File: src/rtl/wsc_pkg.sv
package wsc_pkg;
  typedef enum logic [2:0] {
    ST_FULL,
    ST_ARM,
    ST_FLUSH,
    ST_SHRUNK,
    ST_WAKE
  } seq_state_t;
endpackage

File: src/rtl/wsc_activity_mon.sv
// Classifies each activity sample and tracks the run of consecutive lows.
module wsc_activity_mon #(
  parameter int ACT_W     = 16,
  parameter int PERSIST_W = 8
) (
  input  logic                 clk,
  input  logic                 rst,
  input  logic                 sample_valid,
  input  logic [ACT_W-1:0]     activity,
  input  logic [ACT_W-1:0]     low_thresh,
  input  logic [ACT_W-1:0]     high_thresh,
  input  logic [PERSIST_W-1:0] persist_windows,
  output logic                 low_ok,
  output logic                 high_hit
);
  localparam logic [PERSIST_W-1:0] CNT_MAX = '1;

  logic [PERSIST_W-1:0] low_cnt;
  logic [PERSIST_W-1:0] cnt_next;
  logic [PERSIST_W-1:0] need;
  logic                 is_low;
  logic                 is_high;

  always_comb begin
    is_low   = activity < low_thresh;
    is_high  = activity > high_thresh;
    cnt_next = (low_cnt == CNT_MAX) ? low_cnt : low_cnt + 1'b1;
    need     = (persist_windows == '0) ? PERSIST_W'(1) : persist_windows;
  end

  always_ff @(posedge clk) begin
    if (rst) begin
      low_cnt  <= '0;
      low_ok   <= 1'b0;
      high_hit <= 1'b0;
    end else begin
      high_hit <= sample_valid && is_high;
      if (sample_valid) begin
        if (is_low) begin
          low_cnt <= cnt_next;
          low_ok  <= cnt_next >= need;
        end else begin
          low_cnt <= '0;
          low_ok  <= 1'b0;
        end
      end
    end
  end
endmodule

File: src/rtl/wsc_seq.sv
// Drives allocation, flush and sleep masks through shrink, abort and wake.
module wsc_seq
  import wsc_pkg::*;
#(
  parameter int NUM_WAYS  = 16,
  parameter int KEEP_WAYS = 2,
  parameter int WAKE_W    = 8
) (
  input  logic                clk,
  input  logic                rst,
  input  logic                low_ok,
  input  logic                high_hit,
  input  logic [WAKE_W-1:0]   wake_cycles,
  input  logic [NUM_WAYS-1:0] flush_ack,
  output logic [NUM_WAYS-1:0] flush_req,
  output logic [NUM_WAYS-1:0] alloc_mask,
  output logic [NUM_WAYS-1:0] sleep_mask
);
  localparam int                 IDX_W = $clog2(NUM_WAYS);
  localparam logic [IDX_W-1:0]   FIRST = IDX_W'(KEEP_WAYS);
  localparam logic [IDX_W-1:0]   LAST  = IDX_W'(NUM_WAYS - 1);
  localparam logic [NUM_WAYS-1:0] ALL  = '1;

  seq_state_t        state;
  logic [IDX_W-1:0]  idx;
  logic [IDX_W-1:0]  idx_inc;
  logic [WAKE_W-1:0] wcnt;
  logic [WAKE_W:0]   wnext;
  logic              abort;

  always_comb begin
    idx_inc = idx + 1'b1;
    wnext   = {1'b0, wcnt} + 1'b1;
    abort   = high_hit && (state == ST_ARM || state == ST_FLUSH || state == ST_SHRUNK);
  end

  always_ff @(posedge clk) begin
    if (rst) begin
      state      <= ST_FULL;
      idx        <= FIRST;
      wcnt       <= '0;
      flush_req  <= '0;
      alloc_mask <= ALL;
      sleep_mask <= '0;
    end else if (abort) begin
      state      <= ST_WAKE;
      wcnt       <= '0;
      flush_req  <= '0;
      sleep_mask <= '0;
    end else begin
      case (state)
        ST_FULL: begin
          if (low_ok && !high_hit) begin
            idx               <= FIRST;
            alloc_mask[FIRST] <= 1'b0;
            state             <= ST_ARM;
          end
        end
        ST_ARM: begin
          flush_req[idx] <= 1'b1;
          state          <= ST_FLUSH;
        end
        ST_FLUSH: begin
          if (flush_ack[idx]) begin
            flush_req[idx]  <= 1'b0;
            sleep_mask[idx] <= 1'b1;
            if (idx == LAST) begin
              state <= ST_SHRUNK;
            end else begin
              idx                 <= idx_inc;
              alloc_mask[idx_inc] <= 1'b0;
              state               <= ST_ARM;
            end
          end
        end
        ST_SHRUNK: begin
          state <= ST_SHRUNK;
        end
        ST_WAKE: begin
          if (wnext >= {1'b0, wake_cycles}) begin
            alloc_mask <= ALL;
            state      <= ST_FULL;
          end else begin
            wcnt <= wnext[WAKE_W-1:0];
          end
        end
        default: state <= ST_FULL;
      endcase
    end
  end
endmodule

File: src/rtl/way_shrink_ctrl.sv
module way_shrink_ctrl #(
  parameter int NUM_WAYS  = 16,
  parameter int KEEP_WAYS = 2,
  parameter int ACT_W     = 16,
  parameter int PERSIST_W = 8,
  parameter int WAKE_W    = 8
) (
  input  logic                 clk,
  input  logic                 rst,
  input  logic                 sample_valid,
  input  logic [ACT_W-1:0]     activity,
  input  logic [ACT_W-1:0]     low_thresh,
  input  logic [ACT_W-1:0]     high_thresh,
  input  logic [PERSIST_W-1:0] persist_windows,
  input  logic [WAKE_W-1:0]    wake_cycles,
  input  logic [NUM_WAYS-1:0]  flush_ack,
  output logic [NUM_WAYS-1:0]  flush_req,
  output logic [NUM_WAYS-1:0]  alloc_mask,
  output logic [NUM_WAYS-1:0]  sleep_mask
);
  logic low_ok;
  logic high_hit;

  wsc_activity_mon #(.ACT_W(ACT_W), .PERSIST_W(PERSIST_W)) u_mon (
    .clk(clk), .rst(rst), .sample_valid(sample_valid), .activity(activity),
    .low_thresh(low_thresh), .high_thresh(high_thresh),
    .persist_windows(persist_windows), .low_ok(low_ok), .high_hit(high_hit)
  );

  wsc_seq #(.NUM_WAYS(NUM_WAYS), .KEEP_WAYS(KEEP_WAYS), .WAKE_W(WAKE_W)) u_seq (
    .clk(clk), .rst(rst), .low_ok(low_ok), .high_hit(high_hit),
    .wake_cycles(wake_cycles), .flush_ack(flush_ack), .flush_req(flush_req),
    .alloc_mask(alloc_mask), .sleep_mask(sleep_mask)
  );
endmodule

File: config.mk
export PLATFORM = sky130hd
export DESIGN_NAME = way_shrink_ctrl
export DESIGN_NICKNAME = d
export VERILOG_FILES = /design/src/rtl/wsc_pkg.sv /design/src/rtl/wsc_activity_mon.sv /design/src/rtl/wsc_seq.sv /design/src/rtl/way_shrink_ctrl.sv
export SDC_FILE = /design/constraint.sdc
export NUM_CORES = 1
export LEC_CHECK = 0
export ABC_AREA = 1
export BUFFER_PORTS_ARGS = -buffer_cell sky130_fd_sc_hd__buf_2
export CORE_AREA = 2 2 170 122
export CTS_BUF_LIST = sky130_fd_sc_hd__clkbuf_8 sky130_fd_sc_hd__clkbuf_16
export DETAILED_ROUTE_END_ITERATION = 12
export DIE_AREA = 0 0 172 124
export HOLD_SLACK_MARGIN = 0.08
export PLACE_DENSITY = 0.45
export SYNTH_ARGS = -nofsm -noshare
export SYNTH_HDL_FRONTEND = slang
export SYNTH_SLANG_ARGS = --single-unit
File: constraint.sdc
create_clock -name clk -period 2.7 [get_ports clk]
set_input_delay 0.135 -clock clk [delete_from_list [all_inputs] [get_ports clk]]
set_output_delay 0.135 -clock clk [all_outputs]
set_load 0.01 [all_outputs]
# Yosys cells after proc, flatten, opt, wreduce, memory -nomap -nowiden
# Cells that the tools add are included.
classes:
  n_addsub: 3
  magnitude_cmp: 8
  n_eq_ne: 13
  muxes: 29
  n_bitwise: 8
  reduce_logical: 23
ops:
  columns: ["operator", "n"]
  rows:
  - ["$mux 16", 4]
  - ["$and 16x16->16", 2]
  - ["$not 16->16", 2]
  - ["$or 16x16->16", 2]
  - ["$pmux 16 s2", 1]
  - ["$pmux 13 s2", 1]
  - ["$mux 8", 3]
  - ["$gt 16x16->1", 1]
  - ["$lt 16x16->1", 1]
  - ["$pmux 3 s5", 1]
  - ["$mux 3", 4]
  - ["$mux 4", 3]
  - ["$lt 4x5->1 const B", 2]
  - ["$reduce_and 5->1", 2]
  - ["$add 8x1->9 const B", 1]
  - ["$ge 9x8->1", 1]
  - ["$add 8x1->8 const B", 1]
  - ["$demux 1 s4", 2]
  - ["$eq 8x8->1 const B", 1]
  - ["$ge 4x1->1 const B", 2]
  - ["$ge 8x8->1", 1]
  - ["$logic_not 8->1", 1]
  - ["$pmux 4 s2", 1]
  - ["$eq 3x2->1 const B", 2]
  - ["24 further kinds", 42]
totals:
  reg_bits: 73
  in_bits: 83
  output_inout_bits: 48
  wordCells: 95

# Logic depth before layout (Yosys ltp)
logic_depth:
  ltp_word: 10
  ltp_mapped: 19
  ltp_nobuf: 18

# Cells and area by module
# A second synthesis with hierarchy kept.
hier_totals:
  cells_unflattened: 734
  hier_area_um2: 5058.6
by_module_without_submodules:
  columns: ["mod", "instances", "cells_per_inst", "area_each_um2", "seq_area_each_um2"]
  rows:
  - ["wsc_seq", 1, 494, 3493.4, 1261.2]
  - ["wsc_activity_mon", 1, 240, 1565.3, 200.2]

# Least setup slack after synthesis
# Ideal clock, no wire load.
synth_timing:
  path_kind: "register -> register"
  start: "register u_mon.low_cnt[0]"
  end: "register u_mon.low_ok"
  setup_ns: 0.117
  arrival_time_ns: 2.026
  required_time_ns: 2.583
  setup_slack_ns: 0.557
  path_stages_with_launch: 13
  path_buffers: 0
  period_less_slack_ns: 2.143
  cell_sequence: "dfxtp_1 -> ha_1 -> nand2_1 -> nor3_1 -> nand3_2 -> o21ai_0 -> ha_1 -> a21oi_1 -> o21ai_0 -> nand2_1 -> o2111ai_1 -> nand3_1 -> a21oi_1"
synth_via:
  elab_chain_cells: 4
  elab_cells_between_ends: 5
  cone_classes: "add/sub (1); order compare (1); eq/ne (1); mux (2)"
synth_lines:
  columns: ["item", "line_no", "text"]
  rows:
  - ["start, declared", "wsc_activity_mon.sv:18", "logic [PERSIST_W-1:0] low_cnt;"]
  - ["start signal, assigned", "wsc_activity_mon.sv:40", "low_cnt <= cnt_next;"]
  - ["$add 8x1->8 / $eq 8x8->1 (equally long branches)", "wsc_activity_mon.sv:27", "cnt_next = (low_cnt == CNT_MAX) ? low_cnt : low_cnt + 1'b1;"]
  - ["$mux 8 (*)", "wsc_activity_mon.sv:27", null]
  - ["$ge 8x8->1 (*)", "wsc_activity_mon.sv:41", "low_ok <= cnt_next >= need;"]
  - ["$mux 1 (*)", "wsc_activity_mon.sv:39", "if (is_low) begin"]
  - ["end signal, assigned", "wsc_activity_mon.sv:41", null]
  - ["end, declared", "wsc_activity_mon.sv:13", "output logic low_ok,"]
# Every way passes the cells marked *; elsewhere a longest branch is shown, timed or not.
# A chain may end at the register's enable or synchronous reset.

# Worst setup path in the final report
layout_timing:
  start: "register u_seq.wcnt[0]"
  end: "register u_seq.wcnt[5]"
layout_via:
  elab_chain_cells: 4
layout_lines:
  columns: ["item", "line_no", "text"]
  rows:
  - ["start, declared", "wsc_seq.sv:27", "logic [WAKE_W-1:0] wcnt;"]
  - ["start signal, assigned", "wsc_seq.sv:84", "wcnt <= wnext[WAKE_W-1:0];"]
  - ["$add 8x1->9", "wsc_seq.sv:33", "wnext = {1'b0, wcnt} + 1'b1;"]
  - ["via u_seq.wnext[6]", "wsc_seq.sv:28", "logic [WAKE_W:0] wnext;"]
  - ["$ge 9x8->1", "wsc_seq.sv:80", "if (wnext >= {1'b0, wake_cycles}) begin"]
  - ["$not 1->1 (no line)", null, null]
  - ["$reduce_and 2->1 (no line)", null, null]
# The timed path passes the listed nets, and every way through them passes these cells.

==> flow_summary.toml <==
[cells_and_area]
antennaDiodeCount = 0
final_cells = 1119
fin_nets = 982
drive_gt1_share_pct = 20.4
area_growth_pct = 24.8

[yosys]
synth_edf_count = 0
yosysWarnings = 0
synthArstFlopShare_pct = 0
ys_seq_elements = 73
yosysTopAreaCell = "dfxtp_1"
synth-seq-area-share_pct = 30.2
netlist_area_um2 = 4840
avgSynthCellArea_um2 = 6.76
synth_cell_types = 40
postSynthCellCount = 715
synthTopCellsByArea = "dfxtp_1 (30%), ha_1 (14%), nand2_1 (12%)"
synth_fp_nets = 853
synthFlopType = "dfxtp_1"
synth_top_area_share_pct = 30.2

[worst_setup_path]
crit_family = "simple AND/OR/NAND/NOR gates"
path_buf_inv = 1
crit_arrival_ns = 2.72
endpoint_kind = "register"
critPathKind = "register to register"
start_kind = "register"
path_max_fanout = 9
crit_chain = "ha_1 > nand3_1 > nor2_1 > xor2_1 > ha_1 > a21oi_1 > nand2_1 > nand2_1 > nand2_2 > clkinvlp_4 > o21ai_0 > a21oi_1"
cpPeakStageDelay_ns = 0.40
slowest_stage = "dfxtp_1"
required_ns = 2.96

[global_route]
grt.overflow.total = 0
grt_max_degree = 24
grt_pass1_vias = 4420
grt_use_total_pct = 13.1
antenna_found_initial = 0
grt_pass1_wl_um = 22000

[routing]
dr.first_iter.drc_count = 188
dr.pass1.iters = 4
wl_met3_um = 515
wl_um = 13500
avgViaCountPerCell = 4.18
drtAntennaViolNets = 0
drc = 0
top_layer_used = "met4"
wl_met1_um = 7580
wire_per_inst_um = 12.1
vias = 4682
dr_wl_met2_um = 5300

[pwr]
p_leak_nw = 3.08
power_frac_comb_pct = 10.7
p_clk_share_pct = 44.8
swShare_pct = 25.6
total_power_mw = 2.44
power.density_nw_per_um2 = 404
vdd_drop_max_mv = 0.252
internal-power_mw = 1.81
p_switching_mw = 0.625
seqPwrFrac_pct = 44.5

[die]
fp.coreArea_um2 = 19600
die_area_um2 = 21300
die_x_um = 172
initial_core_util_pct = 24.7
dieHeight_um = 124
ios = 131
row_count = 43

[timing]
slew_headroom_pct = 49.1
clock_skew_ns = 0.00906
hold_violations = 0
finalCritPeriodShare_pct = 90.9
tns_ns = 0
tightestPinTransition_ns = 0.763
fmax_mhz = 407
finalMaxSlewViolations = 0
period_needed_ns = 2.46
setup_viol = 0
grt_setup_unrepaired = "true"

[placement]
port_buffers = 130
dpl.hpwl_um = 10800
dp.cells = 1102
gp_congestion = 0.776

[clocking]
clk_latency_ns = 0.34
cts_tree = "built"
root_buffer = "clkbuf_16"
htree_levels = 3
clkSlewWorstSetupHoldPaths_ns = 0.06
numCtsBuffers = 9
clkSinkCount = 73
clk_path_buf_depth = 2

[worst_hold_path]
hp-class = "input pin to register"

[run_status]
status = "complete, no violations"

[job]
drv_cap = 0
## worst register-to-register path: stages (launching register included)
cell and delay (ns):
dfxtp_1 0.40, ha_1 0.21, nand3_1 0.13, nor2_1 0.17, xor2_1 0.26, ha_1 0.29
a21oi_1 0.14, nand2_1 0.07, nand2_1 0.07, nand2_2 0.16, clkinvlp_4 0.20, o21ai_0 0.09
a21oi_1 0.19
## cells in the final DEF (no fill, tap or decap), drive strengths merged, types with 3 or more instances in the layout
master	n
o211ai	3
nand3	49
ha	55
inv	132
nand2	163
a21oi	67
clkbuf	9
nor3	4
xor2	10
dfxtp	73
o21ai	51
nand4	5
buf	133
a211oi	4
clkinvlp	4
clkinv	4
nor2	71
## power groups by stage
stage,clock network [mW],logic [mW],registers [mW]
6_report,1.09,0.261,1.09
4_1_cts,1.13,0.266,1.09
3_5_place_dp,0,0.264,1.11
2_1_floorplan,0,0.154,1.11
3_3_place_gp,0,0.263,1.11
5_1_grt,1.17,0.308,1.08
## metrics by stage
step	worst slack (ns)	area [um^2]	hold slack, ns	utilization (%)
after floorplan	0.557	4840	0.204	-
after global placement	0.171	5740	0.435	29.3
after detailed placement	0.201	5740	0.439	29.3
after CTS	0.191	6010	0.0969	30.7
after global routing	-0.0102	6040	0.115	30.8
final	0.245	6040	0.101	30.8
## routing by layer
layer	global-route usage, %	vias up
li1	-	2549
met1	19.7	2041
met2	18.7	79
met3	2.73	13
met4	3.20	0
met5	0	-
## repair_timing
item / CTS / global route
hold buffers: 0 / 0
setup buffers: 0 / 0
gates resized for setup: 0 / 3
endpoints found under the setup margin: 0 / 5
## cells in the mapped netlist, drive strengths merged, types with 2 or more instances
cell type and n:
buf 11, o21ai 51, nor2 70, ha 55, nand3b 2, xor2 10, dfxtp 73, inv 132
o211ai 3, nand4 5, nor3 4, o21bai 2, clkbuf 5, nand2 163, nand3 49, a21oi 67
a211oi 4
## area by class of cell
class / instances / area, um^2
inverters: 133 / 503
clock inverters: 7 / 46.3
clock buffers: 9 / 225
well taps: 270 / 338
fillers: 2236 / 13500
flip-flops and latches: 73 / 1460
multi-input cells: 494 / 2790
repair buffers: 133 / 673
## logic make-up (layout without fill, tap and decap cells)
family          Yosys count  count (layout)  share of synthesized area (%)
xor+xnor                 11              11                           1.99
fa+ha+maj                55              55                           14.2
flops                    73              73                           30.2
simple gates            295             296                           26.2
compound gates          132             132                           14.9
buf+inv                 149             282                           12.5
## final timing paths
| check | from | end | slack (ns) | depth (start not counted) |
|---|---|---|---|---|
| worst max-delay path | u_seq.wcnt[0] | u_seq.wcnt[5] | 0.24 | 12 |
| worst max register to register | u_seq.wcnt[0] | u_seq.wcnt[5] | 0.24 | 12 |
| worst min-delay path | sample_valid | u_mon.high_hit | 0.10 | 3 |
| worst min register to register | u_seq.sleep_mask[10] | u_seq.sleep_mask[10] | 0.45 | 2 |
(Power assumes the default switching activity.)
